==> config.mk <==
export PLATFORM = sky130hd
export DESIGN_NAME = regslv_top
export DESIGN_NICKNAME = d
export VERILOG_FILES = /design/src/rtl/regslv_pkg.sv /design/src/rtl/regslv_sync.sv /design/src/rtl/regslv_wr_fsm.sv /design/src/rtl/regslv_rd_fsm.sv /design/src/rtl/regslv_bank.sv /design/src/rtl/regslv_top.sv
export SDC_FILE = /design/constraint.sdc
export NUM_CORES = 1
export LEC_CHECK = 0
export ABC_AREA = 1
export BUFFER_PORTS_ARGS = -buffer_cell sky130_fd_sc_hd__buf_2
export CAP_MARGIN = 20
export CORE_AREA = 2 2 189 191
export CTS_CLUSTER_SIZE = 28
export DETAILED_ROUTE_END_ITERATION = 8
export DIE_AREA = 0 0 191 193
export HOLD_SLACK_MARGIN = 0.06
export PLACE_DENSITY = 0.65
export RECOVER_POWER = 25
export SLEW_MARGIN = 25
export SYNTH_ARGS = -nofsm -noshare
export SYNTH_HDL_FRONTEND = slang
export SYNTH_HIERARCHICAL = 1
export SYNTH_SLANG_ARGS = --single-unit
==> constraint.sdc <==
create_clock -name clk -period 2.8 [get_ports clk]
set_input_delay 0.56 -clock clk [delete_from_list [all_inputs] [get_ports clk]]
set_output_delay 0.56 -clock clk [all_outputs]
set_load 0.005 [all_outputs]
==> src/rtl/regslv_pkg.sv <==
package regslv_pkg;

    localparam int DATA_W    = 32;
    localparam int STRB_W    = DATA_W / 8;
    localparam int NUM_WORDS = 6;
    localparam int IDX_W     = $clog2(NUM_WORDS);

    // word indices; offset = index * 4
    localparam int IDX_CTRL = 0;
    localparam int IDX_STAT = 1;
    localparam int IDX_TXD  = 2;
    localparam int IDX_RXD  = 3;
    localparam int IDX_WLO  = 4;
    localparam int IDX_WHI  = 5;

    localparam logic [1:0] RESP_OKAY   = 2'b00;
    localparam logic [1:0] RESP_SLVERR = 2'b10;

    typedef enum logic [1:0] {
        MODE_RW,
        MODE_RO,
        MODE_WO,
        MODE_NONE
    } acc_mode_e;

    typedef enum logic [1:0] {
        WR_IDLE,
        WR_HAVE_ADDR,
        WR_HAVE_DATA,
        WR_RESP
    } wr_state_e;

    typedef enum logic {
        RD_IDLE,
        RD_RESP
    } rd_state_e;

    typedef struct packed {
        logic             hit;
        logic [IDX_W-1:0] idx;
    } decode_t;

    function automatic acc_mode_e mode_of(input int idx);
        case (idx)
            IDX_CTRL, IDX_WLO, IDX_WHI: return MODE_RW;
            IDX_STAT, IDX_RXD:          return MODE_RO;
            IDX_TXD:                    return MODE_WO;
            default:                    return MODE_NONE;
        endcase
    endfunction

endpackage

==> src/rtl/regslv_sync.sv <==
module regslv_sync #(
    parameter int W      = 32,
    parameter int STAGES = 2,
    parameter bit EN     = 1'b1
) (
    input  logic         clk,
    input  logic [W-1:0] d,
    output logic [W-1:0] q
);

    logic [W-1:0] stg [STAGES];

    always_ff @(posedge clk) begin
        stg[0] <= d;
        for (int i = 1; i < STAGES; i++) begin
            stg[i] <= stg[i-1];
        end
    end

    // the chain is always built; the parameter picks its output or a bypass
    assign q = EN ? stg[STAGES-1] : d;

endmodule

==> src/rtl/regslv_wr_fsm.sv <==
module regslv_wr_fsm
    import regslv_pkg::*;
#(
    parameter int ADDR_W = 32
) (
    input  logic               clk,
    input  logic               rst_n,
    input  logic [ADDR_W-1:0]  awaddr,
    input  logic               awvalid,
    output logic               awready,
    input  logic [DATA_W-1:0]  wdata,
    input  logic [STRB_W-1:0]  wstrb,
    input  logic               wvalid,
    output logic               wready,
    output logic [1:0]         bresp,
    output logic               bvalid,
    input  logic               bready,
    output logic               commit,
    output logic [ADDR_W-1:0]  commit_addr,
    output logic [DATA_W-1:0]  commit_data,
    output logic [STRB_W-1:0]  commit_strb,
    input  logic               commit_err
);

    wr_state_e           state, state_nx;
    logic [ADDR_W-1:0]   addr_q;
    logic [DATA_W-1:0]   data_q;
    logic [STRB_W-1:0]   strb_q;
    logic [1:0]          bresp_q;
    logic                aw_hs, w_hs;

    // state register
    always_ff @(posedge clk) begin
        if (!rst_n) begin
            state <= WR_IDLE;
        end else begin
            state <= state_nx;
        end
    end

    // next state
    always_comb begin
        state_nx = state;
        unique case (state)
            WR_IDLE: begin
                if (aw_hs && w_hs)  state_nx = WR_RESP;
                else if (aw_hs)     state_nx = WR_HAVE_ADDR;
                else if (w_hs)      state_nx = WR_HAVE_DATA;
            end
            WR_HAVE_ADDR: if (w_hs)   state_nx = WR_RESP;
            WR_HAVE_DATA: if (aw_hs)  state_nx = WR_RESP;
            WR_RESP:      if (bready) state_nx = WR_IDLE;
        endcase
    end

    // outputs
    always_comb begin
        awready     = (state == WR_IDLE) || (state == WR_HAVE_DATA);
        wready      = (state == WR_IDLE) || (state == WR_HAVE_ADDR);
        bvalid      = (state == WR_RESP);
        bresp       = bresp_q;
        aw_hs       = awvalid && awready;
        w_hs        = wvalid && wready;
        commit      = (state != WR_RESP) && (state_nx == WR_RESP);
        commit_addr = aw_hs ? awaddr : addr_q;
        commit_data = w_hs ? wdata : data_q;
        commit_strb = w_hs ? wstrb : strb_q;
    end

    // channel capture and response code
    always_ff @(posedge clk) begin
        if (!rst_n) begin
            addr_q  <= '0;
            data_q  <= '0;
            strb_q  <= '0;
            bresp_q <= RESP_OKAY;
        end else begin
            if (aw_hs) addr_q <= awaddr;
            if (w_hs) begin
                data_q <= wdata;
                strb_q <= wstrb;
            end
            if (commit) bresp_q <= commit_err ? RESP_SLVERR : RESP_OKAY;
        end
    end

endmodule

==> src/rtl/regslv_rd_fsm.sv <==
module regslv_rd_fsm
    import regslv_pkg::*;
#(
    parameter int ADDR_W = 32
) (
    input  logic               clk,
    input  logic               rst_n,
    input  logic [ADDR_W-1:0]  araddr,
    input  logic               arvalid,
    output logic               arready,
    output logic [DATA_W-1:0]  rdata,
    output logic [1:0]         rresp,
    output logic               rvalid,
    input  logic               rready,
    output logic               accept,
    output logic [ADDR_W-1:0]  accept_addr,
    input  logic [DATA_W-1:0]  lookup_data,
    input  logic               lookup_err
);

    rd_state_e          state, state_nx;
    logic [DATA_W-1:0]  rdata_q;
    logic [1:0]         rresp_q;

    // state register
    always_ff @(posedge clk) begin
        if (!rst_n) begin
            state <= RD_IDLE;
        end else begin
            state <= state_nx;
        end
    end

    // next state
    always_comb begin
        state_nx = state;
        unique case (state)
            RD_IDLE: if (arvalid) state_nx = RD_RESP;
            RD_RESP: if (rready)  state_nx = RD_IDLE;
        endcase
    end

    // outputs
    always_comb begin
        arready     = (state == RD_IDLE);
        rvalid      = (state == RD_RESP);
        rdata       = rdata_q;
        rresp       = rresp_q;
        accept      = arvalid && arready;
        accept_addr = araddr;
    end

    // response capture
    always_ff @(posedge clk) begin
        if (!rst_n) begin
            rdata_q <= '0;
            rresp_q <= RESP_OKAY;
        end else if (accept) begin
            rdata_q <= lookup_data;
            rresp_q <= lookup_err ? RESP_SLVERR : RESP_OKAY;
        end
    end

endmodule

==> src/rtl/regslv_bank.sv <==
module regslv_bank
    import regslv_pkg::*;
#(
    parameter int                  ADDR_W    = 32,
    parameter logic [ADDR_W-1:0]   BASE_ADDR = '0,
    parameter logic [DATA_W-1:0]   CTRL_RST  = '0,
    parameter logic [2*DATA_W-1:0] WIDE_RST  = '0
) (
    input  logic                clk,
    input  logic                rst_n,
    input  logic                wr_go,
    input  logic [ADDR_W-1:0]   wr_addr,
    input  logic [DATA_W-1:0]   wr_data,
    input  logic [STRB_W-1:0]   wr_strb,
    output logic                wr_err,
    input  logic                rd_go,
    input  logic [ADDR_W-1:0]   rd_addr,
    output logic [DATA_W-1:0]   rd_data,
    output logic                rd_err,
    input  logic [DATA_W-1:0]   status_val,
    input  logic [DATA_W-1:0]   rxd_val,
    output logic [DATA_W-1:0]   ctrl_q,
    output logic [DATA_W-1:0]   txd_q,
    output logic [2*DATA_W-1:0] wide_q,
    output logic                ctrl_wr_pulse,
    output logic                status_rd_pulse
);

    localparam logic [ADDR_W-1:0] SPAN = ADDR_W'(NUM_WORDS * STRB_W);

    function automatic decode_t decode(input logic [ADDR_W-1:0] a);
        logic [ADDR_W-1:0] off;
        decode_t r;
        off   = a - BASE_ADDR;
        r.hit = (off < SPAN);
        r.idx = off[IDX_W+1:2];
        return r;
    endfunction

    function automatic logic [DATA_W-1:0] reset_of(input int idx);
        case (idx)
            IDX_CTRL: return CTRL_RST;
            IDX_WLO:  return WIDE_RST[DATA_W-1:0];
            IDX_WHI:  return WIDE_RST[2*DATA_W-1:DATA_W];
            default:  return '0;
        endcase
    endfunction

    function automatic logic [DATA_W-1:0] merge(input logic [DATA_W-1:0] old_v,
                                                input logic [DATA_W-1:0] new_v,
                                                input logic [STRB_W-1:0] en);
        logic [DATA_W-1:0] r;
        r = old_v;
        for (int l = 0; l < STRB_W; l++) begin
            if (en[l]) r[8*l +: 8] = new_v[8*l +: 8];
        end
        return r;
    endfunction

    decode_t            wr_dec, rd_dec;
    acc_mode_e          wr_mode, rd_mode;
    logic [DATA_W-1:0]  word_q [NUM_WORDS];

    always_comb begin
        wr_dec  = decode(wr_addr);
        rd_dec  = decode(rd_addr);
        wr_mode = wr_dec.hit ? mode_of(int'(wr_dec.idx)) : MODE_NONE;
        rd_mode = rd_dec.hit ? mode_of(int'(rd_dec.idx)) : MODE_NONE;
        wr_err  = (wr_mode == MODE_RO) || (wr_mode == MODE_NONE);
        rd_err  = (rd_mode == MODE_WO) || (rd_mode == MODE_NONE);
        rd_data = '0;
        if (!rd_err) rd_data = word_q[rd_dec.idx];
    end

    for (genvar g = 0; g < NUM_WORDS; g++) begin : g_word
        if (mode_of(g) == MODE_RW || mode_of(g) == MODE_WO) begin : g_store
            localparam logic [DATA_W-1:0] RST_V = reset_of(g);
            logic [DATA_W-1:0] q;
            logic              sel;
            assign sel = wr_go && !wr_err && (wr_dec.idx == IDX_W'(g));
            always_ff @(posedge clk) begin
                if (!rst_n) begin
                    q <= RST_V;
                end else if (sel) begin
                    q <= merge(q, wr_data, wr_strb);
                end
            end
            assign word_q[g] = q;
        end else begin : g_input
            assign word_q[g] = (g == IDX_STAT) ? status_val : rxd_val;
        end
    end

    assign ctrl_q = word_q[IDX_CTRL];
    assign txd_q  = word_q[IDX_TXD];
    assign wide_q = {word_q[IDX_WHI], word_q[IDX_WLO]};

    always_ff @(posedge clk) begin
        if (!rst_n) begin
            ctrl_wr_pulse   <= 1'b0;
            status_rd_pulse <= 1'b0;
        end else begin
            ctrl_wr_pulse   <= wr_go && !wr_err && (wr_dec.idx == IDX_W'(IDX_CTRL));
            status_rd_pulse <= rd_go && !rd_err && (rd_dec.idx == IDX_W'(IDX_STAT));
        end
    end

endmodule

==> src/rtl/regslv_top.sv <==
module regslv_top
    import regslv_pkg::*;
#(
    parameter int                  ADDR_W      = 32,
    parameter logic [ADDR_W-1:0]   BASE_ADDR   = 32'h4000_0000,
    parameter logic [DATA_W-1:0]   CTRL_RST    = 32'h0000_0A01,
    parameter logic [2*DATA_W-1:0] WIDE_RST    = 64'hFFFF_FFFF_0000_0000,
    parameter bit                  CDC_EN      = 1'b0,
    parameter int                  SYNC_STAGES = 2
) (
    input  logic                clk,
    input  logic                rst_n,
    input  logic [ADDR_W-1:0]   awaddr,
    input  logic                awvalid,
    output logic                awready,
    input  logic [DATA_W-1:0]   wdata,
    input  logic [STRB_W-1:0]   wstrb,
    input  logic                wvalid,
    output logic                wready,
    output logic [1:0]          bresp,
    output logic                bvalid,
    input  logic                bready,
    input  logic [ADDR_W-1:0]   araddr,
    input  logic                arvalid,
    output logic                arready,
    output logic [DATA_W-1:0]   rdata,
    output logic [1:0]          rresp,
    output logic                rvalid,
    input  logic                rready,
    input  logic                mod_clk,
    output logic [DATA_W-1:0]   ctrl_out,
    output logic                ctrl_wr_pulse,
    input  logic [DATA_W-1:0]   status_in,
    output logic                status_rd_pulse,
    output logic [DATA_W-1:0]   txd_out,
    input  logic [DATA_W-1:0]   rxd_in,
    output logic [2*DATA_W-1:0] wide_out
);

    logic                commit, commit_err;
    logic [ADDR_W-1:0]   commit_addr;
    logic [DATA_W-1:0]   commit_data;
    logic [STRB_W-1:0]   commit_strb;
    logic                accept, lookup_err;
    logic [ADDR_W-1:0]   accept_addr;
    logic [DATA_W-1:0]   lookup_data;
    logic [DATA_W-1:0]   status_val, rxd_val;
    logic [DATA_W-1:0]   ctrl_q, txd_q;
    logic [2*DATA_W-1:0] wide_q;

    regslv_wr_fsm #(.ADDR_W(ADDR_W)) u_wr (
        .clk(clk), .rst_n(rst_n),
        .awaddr(awaddr), .awvalid(awvalid), .awready(awready),
        .wdata(wdata), .wstrb(wstrb), .wvalid(wvalid), .wready(wready),
        .bresp(bresp), .bvalid(bvalid), .bready(bready),
        .commit(commit), .commit_addr(commit_addr), .commit_data(commit_data),
        .commit_strb(commit_strb), .commit_err(commit_err)
    );

    regslv_rd_fsm #(.ADDR_W(ADDR_W)) u_rd (
        .clk(clk), .rst_n(rst_n),
        .araddr(araddr), .arvalid(arvalid), .arready(arready),
        .rdata(rdata), .rresp(rresp), .rvalid(rvalid), .rready(rready),
        .accept(accept), .accept_addr(accept_addr),
        .lookup_data(lookup_data), .lookup_err(lookup_err)
    );

    regslv_bank #(
        .ADDR_W(ADDR_W), .BASE_ADDR(BASE_ADDR),
        .CTRL_RST(CTRL_RST), .WIDE_RST(WIDE_RST)
    ) u_bank (
        .clk(clk), .rst_n(rst_n),
        .wr_go(commit), .wr_addr(commit_addr), .wr_data(commit_data),
        .wr_strb(commit_strb), .wr_err(commit_err),
        .rd_go(accept), .rd_addr(accept_addr), .rd_data(lookup_data),
        .rd_err(lookup_err),
        .status_val(status_val), .rxd_val(rxd_val),
        .ctrl_q(ctrl_q), .txd_q(txd_q), .wide_q(wide_q),
        .ctrl_wr_pulse(ctrl_wr_pulse), .status_rd_pulse(status_rd_pulse)
    );

    // toward the module clock
    regslv_sync #(.W(DATA_W), .STAGES(SYNC_STAGES), .EN(CDC_EN)) u_sync_ctrl (
        .clk(mod_clk), .d(ctrl_q), .q(ctrl_out)
    );
    regslv_sync #(.W(DATA_W), .STAGES(SYNC_STAGES), .EN(CDC_EN)) u_sync_txd (
        .clk(mod_clk), .d(txd_q), .q(txd_out)
    );
    regslv_sync #(.W(2*DATA_W), .STAGES(SYNC_STAGES), .EN(CDC_EN)) u_sync_wide (
        .clk(mod_clk), .d(wide_q), .q(wide_out)
    );

    // from the module clock into the bus clock
    regslv_sync #(.W(DATA_W), .STAGES(SYNC_STAGES), .EN(CDC_EN)) u_sync_stat (
        .clk(clk), .d(status_in), .q(status_val)
    );
    regslv_sync #(.W(DATA_W), .STAGES(SYNC_STAGES), .EN(CDC_EN)) u_sync_rxd (
        .clk(clk), .d(rxd_in), .q(rxd_val)
    );

endmodule

==> results.md, run 1 <==
- Wire length per cell: 16.2 µm
- Status: finished, final reports clean
- Setup crit start: u_wr/state[0]
- Fin cells: 2605
- Clock transition at path regs: 0.06 ns
- Mapped Cells: 2047
- Post-route cell area: 15000 µm²
- Vias per cell: 4.78
- Port Buffers: 335
- CP Max Fanout: 16
- Core region area: 35000 µm²
- CP cell instances: inv_2 > nand2_4 > buf_12 > nand2_1 > o21ai_1 > inv_1 > nor2_1 > nand2_1 > nor2_1 > nand2_1 > nor2_8 > buf_12 > nand4_1 > nand2_1 > nand3_1
- Fillcell total: 3732
- Wire length on met3: 3.42 mm
- M1 WL: 16.2 mm
- Effective utilization at floorplan: 39.0%
- DR pass1 iterations: 5
- Final Max Tran Viols: 0
- Share of layout cells above drive strength 1: 22.3%
- Top layer in use: met5
- Gpl congestion: 0.859
- Placed instance count: 2544
- Endpoints failing hold: 0
- Maximum vdd drop: 0.442 mV
- Area of placed instances: 14000 µm²
- Pin count of the biggest net entering global routing: 70
- Root Buffer: clkbuf_16
- WP buf/inv: 4
- Worst-Margin Slew: 1.38 ns
- PD cells: 552 nW/µm²
- Post-route minimum period: 2.47 ns
- Nets: 2291
- Slowest-stage cell, CP: dfxtp_1
- Die height: 193 µm
- CTS tree: built
- Overall global routing resource usage: 21.9%
- RSZ-0062 raised after global routing: false
- Crit-path leading delay family: simple AND/OR/NAND/NOR gates
- Crit. End Element: register
- Yosys warnings: 6
- FF-to-FF setup slack: 0.33 ns
- LEAKAGE: 7.96 nW
- Upper clock frequency limit: 405 MHz
- IO Pins: 343
- Drt first-iter violations: 796
- Max-cap violations: 0
- Worst slew margin: 8.30%
- Synth Cell Area: 13600 µm²
- Setup Viol. Count Final: 0
- Remaining DRCs: 0
- HP Start: araddr[3]
- Reg2reg start: u_wr/state[0]
- Antenna viol nets, final: 0
- CTS Sinks: 233
- CP Class: reg -> reg
- Vias in the first global route: 11600
- CP max stage delay: 0.34 ns
- Horiz. Die Dim: 191 µm
- Met2 Wirelength: 20.9 mm
- Setup tns final: 0 ns
- Clk Latency, worst-skew pair: 0.54 ns
- CP dominant cell by count: nand2_1
- First-pass GRT wire length: 62.9 mm
- Mapped Nets: 2219
- Critical path arrival: 2.88 ns
- H-tree depth: 1
- Gr ovfl total: 0
- Area Overhead vs Synth: 9.60%
- WL final: 42.1 mm
- Die ar.: 36900 µm²
- Initial antenna violation count: 8
- Fin Clk Skew: 0.0106 ns
- Post-DP HPWL: 31.1 mm
- CTS Buf Count: 27
- Hold crit path type: in -> reg
- Req. time, crit path: 3.21 ns
- Post-CTS Hold Buffers: 0
- CTS max path bufs: 3
- Routed vias: 12500
- Synth Area per Inst: 6.67 µm²
- Startpoint Class: register
- Row Count: 69
- Period utilization: 88.2%
==> registers in the layout, summed over array words and instances, names as in the netlist <==
| name | count |
|---|---|
| u_bank/ctrl_q | 32 |
| u_bank/ctrl_wr_pulse | 1 |
| u_bank/g_word.g_store.q | 64 |
| u_bank/status_rd_pulse | 1 |
| u_bank/txd_q | 32 |
| u_rd/rdata | 32 |
| u_rd/rresp | 1 |
| u_rd/rvalid | 1 |
| u_wr/addr_q | 30 |
| u_wr/bresp | 1 |
| u_wr/data_q | 32 |
| u_wr/state | 2 |
| u_wr/strb_q | 4 |
==> worst register-to-register path, stage by stage, from the launching register on <==
cell     delay (ns)
dfxtp_1        0.34
inv_2          0.06
nand2_4        0.09
buf_12         0.15
nand2_1        0.05
o21ai_1        0.11
inv_1          0.07
nor2_1         0.10
nand2_1        0.05
nor2_1         0.17
nand2_1        0.19
nor2_8         0.20
buf_12         0.17
nand4_1        0.33
nand2_1        0.17
nand3_1        0.09
==> worst paths after layout <==
| kind | endpoint | depth (start not counted) |
|---|---|---|
| min | u_bank/status_rd_pulse | 2 |
| max reg2reg | u_bank/g_word[5].g_store.q[12] | 15 |
| min reg2reg | u_rd/rdata[1] | 2 |
| max | u_bank/g_word[5].g_store.q[12] | 15 |
==> report_power, final <==
part	internal, mW	switching, mW
Clock	2.21	1.45
Combinational	0.377	0.761
Sequential	3.43	0.0373
Total	6.02	2.25
==> stage by stage <==
step / util [%] / hold WS (ns) / total power, mW / setup slack, ns
floorplan: - / 0.460 / 4.35 / 0.555
global placement: 40.0 / 0.464 / 4.67 / -0.0552
detailed placement: 40.0 / 0.467 / 4.69 / -0.0988
CTS: 42.7 / 0.174 / 8.38 / 0.194
global route: 42.7 / 0.184 / 8.63 / 0.0675
finish: 42.8 / 0.206 / 8.26 / 0.331
==> layer usage <==
metal / up-vias / global-route usage [%]
li1: 6232 / -
met1: 5735 / 25.3
met2: 407 / 39.3
met3: 83 / 5.09
met4: 6 / 8.65
met5: - / 0
==> final cells by class <==
type | instances | area [µm²] | share of cell area (%)
Multi-Input combinational cell | 1193 | 5600 | 37.4
Sequential cell | 233 | 4660 | 31.2
Timing Repair Buffer | 378 | 2100 | 14.1
Inverter | 286 | 1080 | 7.22
Clock buffer | 42 | 832 | 5.56
Tap cell | 461 | 577 | 3.86
Clock inverter | 6 | 86.3 | 0.577
Antenna cell | 6 | 15.0 | 0.100
==> repair_timing <==
item | 4_1_cts | 5_1_grt
endpoints found under the setup margin | 0 | 29
buffers inserted | 0 | 7
gates resized for setup | 0 | 2
==> layout by cell type (no fill, tap or decap), types with 4 or more instances in the layout <==
cell type and instances:
nand4_4 7, inv_2 5, o21ai_2 59, buf_12 12, a21oi_1 59, diode_2 6
nand4_1 40, buf_4 30, o211ai_1 32, clkbuf_8 10, nand4_2 5, nor2_2 4
o21ai_1 7, inv_1 277, nor2_1 352, nand3_1 103, dfxtp_1 233, nor3_1 4
clkbuf_16 27, clkbuf_1 40, o21ai_0 100, buf_2 299, nand2_1 403
Note: power is estimated with default switching activity, not from simulation.
==> run 2, diff against run 1 <==
==> constraint.sdc (replaced) <==
create_clock -name clk -period 3.1 [get_ports clk]
set_input_delay 0.62 -clock clk [delete_from_list [all_inputs] [get_ports clk]]
set_output_delay 0.62 -clock clk [all_outputs]
set_load 0.005 [all_outputs]
==> run 2 against run 1 <==
Against the previous run: the run now ends with max-capacitance violations, max-slew violations left; first-iteration DRC count is 7.3% lower; fmax is 9.0% lower; via count is 1.4% lower; cell count is 0.69% lower; utilization is 0.57 points lower; worst setup slack better by 0.055 ns; sequential power is 9.8% lower; critical path type unchanged; critical endpoint is now u_bank/g_word[5].g_store.q[4]; largest cell class unchanged.
==> results.md, run 2 (synthesis results as in run 1) <==
- Status: finished, violations left
- Failing checks: max-capacitance violations, max-slew violations
- Crit. End Element: register
- CTS max path bufs: 3 (unchanged)
- Critical path arrival: 3.11 ns (+0.23 ns)
- Hold crit path type: in -> reg
- Req. time, crit path: 3.49 ns (+0.28 ns)
- Gr ovfl total: 0 (unchanged)
- Endpoints failing hold: 0 (unchanged)
- Clock transition at path regs: 0.06 ns (about the same)
- Area Overhead vs Synth: 8.14%
- Die ar.: 36900 µm² (unchanged)
- Post-route minimum period: 2.71 ns (+0.245 ns)
- Sw power: 2.05 mW (-8.7%)
- Wire length per cell: 16.1 µm (-0.62%)
- DR pass1 iterations: 6 (+1)
- CTS Sinks: 233 (unchanged)
- Upper clock frequency limit: 368 MHz (-9.0%)
- Antenna viol nets, final: 0 (unchanged)
- Most common cell after layout, fill and taps aside: nand2_1
- Clock Power Share: 45.9% (+1.6 points)
- Maximum vdd drop: 0.494 mV (+12%)
- WP buf/inv: 3 (-1)
- Most frequent cells in the layout: 403 x nand2_1, 352 x nor2_1, 294 x buf_2, 278 x inv_1, 233 x dfxtp_1
- Max-cap violations: 1 (+1)
- First-pass GRT wire length: 62.1 mm (-1.2%)
- Pin count of the biggest net entering global routing: 167 (+140%)
- Max FFs per register: 64 (unchanged)
- CP dominant cell by count: nand2_1
- IO Pins: 343 (unchanged)
- Gpl congestion: 0.871 (+1.5%)
- Vias per cell: 4.75 (-0.76%)
- CP Max Fanout: 17 (+1)
- Slowest-stage cell, CP: nand4_1
- PD cells: 516 nW/µm² (-6.5%)
- Port Buffers: 335 (unchanged)
- Final Max Tran Viols: 50 (+50)
- Period utilization: 87.6% (-0.63 points)
- Post-CTS Hold Buffers: 0 (unchanged)
- Root Buffer: clkbuf_16
- Power share of the combinational group: 13.0% (-0.8 points)
- Setup Viol. Count Final: 0 (unchanged)
- Vias in the first global route: 11400 (-1.5%)
- Internal power component: 5.57 mW (-7.4%)
- Drt first-iter violations: 738 (-7.3%)
- Horiz. Die Dim: 191 µm (unchanged)
- LEAKAGE: 7.85 nW (-1.4%)
- CP max stage delay: 0.48 ns (+0.14 ns)
- Worst-Margin Slew: 1.56 ns (+0.189 ns)
- Effective utilization at floorplan: 39.0% (unchanged)
- CP Class: reg -> reg
- Fillcell total: 3774 (+1.1%)
- Sw Ratio: 26.9% (-0.27 points)
- Initial antenna violation count: 5 (-3)
- Crit-path leading delay family: simple AND/OR/NAND/NOR gates
- Remaining DRCs: 0 (unchanged)
- Clk Latency, worst-skew pair: 0.55 ns (about the same)
- CTS tree: built
- Routed vias: 12300 (-1.4%)
- Post-CTS sizing: 0 (unchanged)
- Setup Fix Bufs, Post-CTS: 0 (unchanged)
- Overall global routing resource usage: 21.7% (-0.27 points)
- WL final: 41.6 mm (-1.3%)
- Fin Clk Skew: 0.0116 ns (+0.000993 ns)
- H-tree depth: 1 (unchanged)
- Largest Register: u_bank/g_word.g_store.q
- Row Count: 69 (unchanged)
- Setup tns final: 0 ns (unchanged)
- Flop pwr share: 41.1% (-0.9 points)
- Nets: 2273 (-0.79%)
- CP cell instances: inv_2 > nand2_4 > buf_4 > nand2_1 > o21ai_2 > inv_1 > nor2_1 > nand2_1 > nor2_1 > nand2_1 > nor2_8 > nand4_1 > nand2_1 > nand3_1
- Die height: 193 µm (unchanged)
- Worst slew margin: -4.44% (-13 points)
- RSZ-0062 raised after global routing: false
- Startpoint Class: register
- Core region area: 35000 µm² (unchanged)
- Post-layout power: 7.62 mW (-7.8%)
- CTS Buf Count: 29 (+7.4%)
- Post-DP HPWL: 30.3 mm (-2.5%)
- Share of layout cells above drive strength 1: 21.3% (-1.0 points)
## run 2: cell types whose count changed in the layout (fill, tap and decap cells not counted), sizes merged
cell,previous run,this run
diode,6,5
clkbuf,79,81
clkinvlp,2,0
buf,341,316
clkinv,4,10
bufinv,2,4
## run 2: path summary, 6_finish.rpt
path                  from                       endpoint  slack [ns]  depth (start not counted)
max reg2reg  u_wr/state[0]  u_bank/g_word[5].g_store.q[4]        0.39                         14
min reg2reg  u_rd/rdata[4]                  u_rd/rdata[4]        0.48                          2
max          u_wr/state[0]  u_bank/g_word[5].g_store.q[4]        0.39                         14
min              araddr[3]         u_bank/status_rd_pulse        0.28                          2
## run 2: layout make-up
class	instances	area [µm²]	area share (%)
Tap cell	461	577	3.91
Timing Repair Buffer	358	1860	12.6
Antenna cell	5	12.5	0.0848
Multi-Input combinational cell	1193	5590	37.9
Sequential cell	233	4660	31.6
Clock buffer	39	813	5.51
Clock inverter	12	168	1.14
Inverter	286	1080	7.29
## run 2: metal layers
metal	up-vias	track usage [%]	share of wire [%]
met5	-	0	0.034
met4	4	6.83	2.8
met3	64	4.62	7.5
met2	369	39.3	50
met1	5643	25.5	40
li1	6203	-	-
## run 2: power by group through the flow
stage | Combinational [mW] | Sequential (mW) | Clock (mW)
2_1_floorplan | 0.734 | 3.20 | 0
6_report | 0.993 | 3.13 | 3.50
3_3_place_gp | 0.996 | 3.19 | 0
5_1_grt | 1.12 | 3.14 | 3.70
4_1_cts | 1.01 | 3.13 | 3.58
3_5_place_dp | 1.01 | 3.20 | 0
## run 2: stage by stage
step                std cells  setup slack (ns)  hold WS [ns]  area (µm²)  utilization, %
floorplan                2047             0.795         0.460       13600               -
global placement         2531            0.0806         0.462       13800            39.5
detailed placement       2531            0.0474         0.473       13800            39.5
CTS                      2582             0.395         0.244       14800            42.3
global route             2583            0.0949         0.266       14700            42.2
finish                   2587             0.386         0.276       14800            42.2
==> run 3, diff against run 2 <==
--- a/config.mk
+++ b/config.mk
@@ -9,6 +9,7 @@
 export BUFFER_PORTS_ARGS = -buffer_cell sky130_fd_sc_hd__buf_2
 export CAP_MARGIN = 20
 export CORE_AREA = 2 2 189 191
+export CTS_BUF_LIST = sky130_fd_sc_hd__clkbuf_16
 export CTS_CLUSTER_SIZE = 28
 export DETAILED_ROUTE_END_ITERATION = 8
 export DIE_AREA = 0 0 191 193
==> run 3 against run 2 <==
Against the previous run: the run still ends with max-capacitance violations, max-slew violations left; sequential share of layout area is 0.11 points higher; sequential cell count stayed put; first-iteration DRC count is 1.6% lower; fmax is 0.26% higher; critical path depth is 1 higher; clock skew is 0.00068 ns lower; clock-buffer cell count is 10 lower; global-route usage hardly changed; worst setup slack better by 0.0070 ns; via count is 0.13% lower; wire length is 0.15% lower; non-clock buffer count stayed put; largest cell class unchanged; largest power group unchanged.
==> results.md, run 3 (synthesis results as in run 1) <==
- Setup tns final: 0 ns (unchanged)
- Share of layout cells above drive strength 1: 21.0% (-0.24 points)
- Overall global routing resource usage: 21.7% (-0.023 points)
- Clock transition at path regs: 0.06 ns (about the same)
- CTS Buf Count: 29 (unchanged)
- Post-DP HPWL: 30.3 mm (unchanged)
- Maximum vdd drop: 0.494 mV (about the same)
- Routed vias: 12300 (-0.13%)
- Die ar.: 36900 µm² (unchanged)
- Post-CTS Hold Buffers: 0 (unchanged)
- Initial antenna violation count: 6 (+1)
- Effective utilization at floorplan: 39.0% (unchanged)
- WHS Endpoint: u_bank/status_rd_pulse
- Slowest-stage cell, CP: nand4_2
- Hold crit path type: in -> reg
- LEAKAGE: 7.84 nW (about the same)
- Gpl congestion: 0.871 (unchanged)
- WL final: 41.5 mm (-0.15%)
- DR pass1 iterations: 5 (-1)
- Wire length per cell: 16.1 µm (-0.15%)
- Horiz. Die Dim: 191 µm (unchanged)
- Worst slew margin: -5.10% (-0.65 points)
- Crit. End Element: register
- CP Max Fanout: 17 (unchanged)
- IO Pins: 343 (unchanged)
- Endpoints failing hold: 0 (unchanged)
- Worst-Margin Slew: 1.57 ns (+0.00976 ns)
- Setup ws final: 0.393 ns (+0.00697 ns)
- Clk Latency, worst-skew pair: 0.55 ns (about the same)
- Max-cap violations: 1 (unchanged)
- CP cell instances: inv_2 > nand2_4 > buf_4 > nand2_1 > o21ai_2 > inv_1 > nor2_1 > nand2_1 > nor2_1 > nand2_1 > nor2_8 > nand4_2 > nand2_1 > nand2_1 > nor2_1
- Req. time, crit path: 3.58 ns (+0.09 ns)
- R2R cell count: 15 (+1)
- HP Start: araddr[3]
- Most common cell after layout, fill and taps aside: nand2_1
- Vias in the first global route: 11400 (unchanged)
- First-pass GRT wire length: 62.0 mm (-0.19%)
- Reg2reg start: u_wr/state[0]
- Die height: 193 µm (unchanged)
- CP max stage delay: 0.48 ns (about the same)
- CTS max path bufs: 3 (unchanged)
- H-tree depth: 1 (unchanged)
- Failing checks: max-capacitance violations, max-slew violations
- Setup Viol. Count Final: 0 (unchanged)
- CTS Sinks: 233 (unchanged)
- FF-to-FF setup slack: 0.39 ns (about the same)
- Vias per cell: 4.74 (-0.13%)
- Max FFs per register: 64 (unchanged)
- Most frequent cells in the layout: 403 x nand2_1, 352 x nor2_1, 294 x buf_2, 283 x inv_1, 233 x dfxtp_1
- CP Class: reg -> reg
- Worst hold stages: 2 (unchanged)
- Post-route minimum period: 2.71 ns (-0.00697 ns)
- CTS tree: built
- Row Count: 69 (unchanged)
- RSZ-0062 raised after global routing: false
- Nets: 2273 (unchanged)
- Gr ovfl total: 0 (unchanged)
- Core region area: 35000 µm² (unchanged)
- Fin Clk Skew: 0.0109 ns (-0.000680 ns)
- Startpoint Class: register
- Period utilization: 87.3% (-0.22 points)
- Post-place setup slack: 0.0474 ns (unchanged)
- Port Buffers: 335 (unchanged)
- Setup Fix Bufs, Post-CTS: 0 (unchanged)
- Drt first-iter violations: 726 (-1.6%)
- Pin count of the biggest net entering global routing: 167 (unchanged)
- Root Buffer: clkbuf_16
- Status: finished, violations left
- Largest Register: u_bank/g_word.g_store.q
- Area Overhead vs Synth: 7.78%
- Critical path arrival: 3.19 ns (+0.08 ns)
- Upper clock frequency limit: 369 MHz (+0.26%)
- Post-CTS sizing: 0 (unchanged)
- Antenna viol nets, final: 0 (unchanged)
- CP dominant cell by count: nand2_1
- RR Endpoint: u_bank/g_word[4].g_store.q[2]
- Remaining DRCs: 0 (unchanged)
- PD cells: 508 nW/µm² (-1.7%)
- Final Max Tran Viols: 50 (unchanged)
-- run 3: power breakdown --
part           internal [mW]  switching (mW)
combinational          0.315           0.677
sequential              3.10          0.0336
clock                   2.02            1.33
-- run 3: cell type report --
type / instances / area, µm²
inverter: 286 / 1080
clock buffer: 29 / 726
multi-input combinational: 1193 / 5590
antenna: 5 / 12.5
tap: 461 / 577
sequential: 233 / 4660
fill: 3778 / 20300
clock inverter: 22 / 205
timing repair buffer: 358 / 1860
-- run 3: how the worst max path moves through the flow --
stage | from | endpoint | slack (ns) | cells past startpoint
after floorplan | awvalid | u_bank/g_word[5].g_store.q[0] | 0.79 | 10
after global placement | awvalid | u_bank/g_word[5].g_store.q[3] | 0.08 | 14
after detailed placement | awvalid | u_bank/txd_q[27] | 0.05 | 15
after CTS | u_wr/state[0] | u_bank/txd_q[25] | 0.40 | 15
after global routing | u_wr/state[0] | u_bank/txd_q[25] | 0.1 | 15
final | u_wr/state[0] | u_bank/g_word[4].g_store.q[2] | 0.39 | 15
-- run 3: worst max-delay path: cells and delay by family (launching register included) --
kind,cells,cell delay (ns)
AND/OR/NAND/NOR,11,1.86
flip-flops,1,0.34
buffers and inverters,3,0.34
AO/OA/AOI/OAI,1,0.08
-- run 3: per-stage QoR --
stage | power, mW | instance area [µm²] | hold WS [ns] | utilization, % | cells
3_3_place_gp | 4.19 | 13800 | 0.462 | 39.5 | 2531
3_5_place_dp | 4.21 | 13800 | 0.473 | 39.5 | 2531
4_1_cts | 7.58 | 14800 | 0.244 | 42.2 | 2582
2_1_floorplan | 3.93 | 13600 | 0.460 | - | 2047
5_1_grt | 7.81 | 14700 | 0.266 | 42.0 | 2584
6_report | 7.47 | 14700 | 0.275 | 42.1 | 2587
-- run 3: metal layers --
metal / GRT usage [%] / vias up / wire length, µm
li1: - / 6203 / -
met1: 25.4 / 5627 / 16700
met2: 39.2 / 367 / 20500
met3: 4.62 / 66 / 3150
met4: 7.16 / 4 / 1220
met5: 0 / - / 14
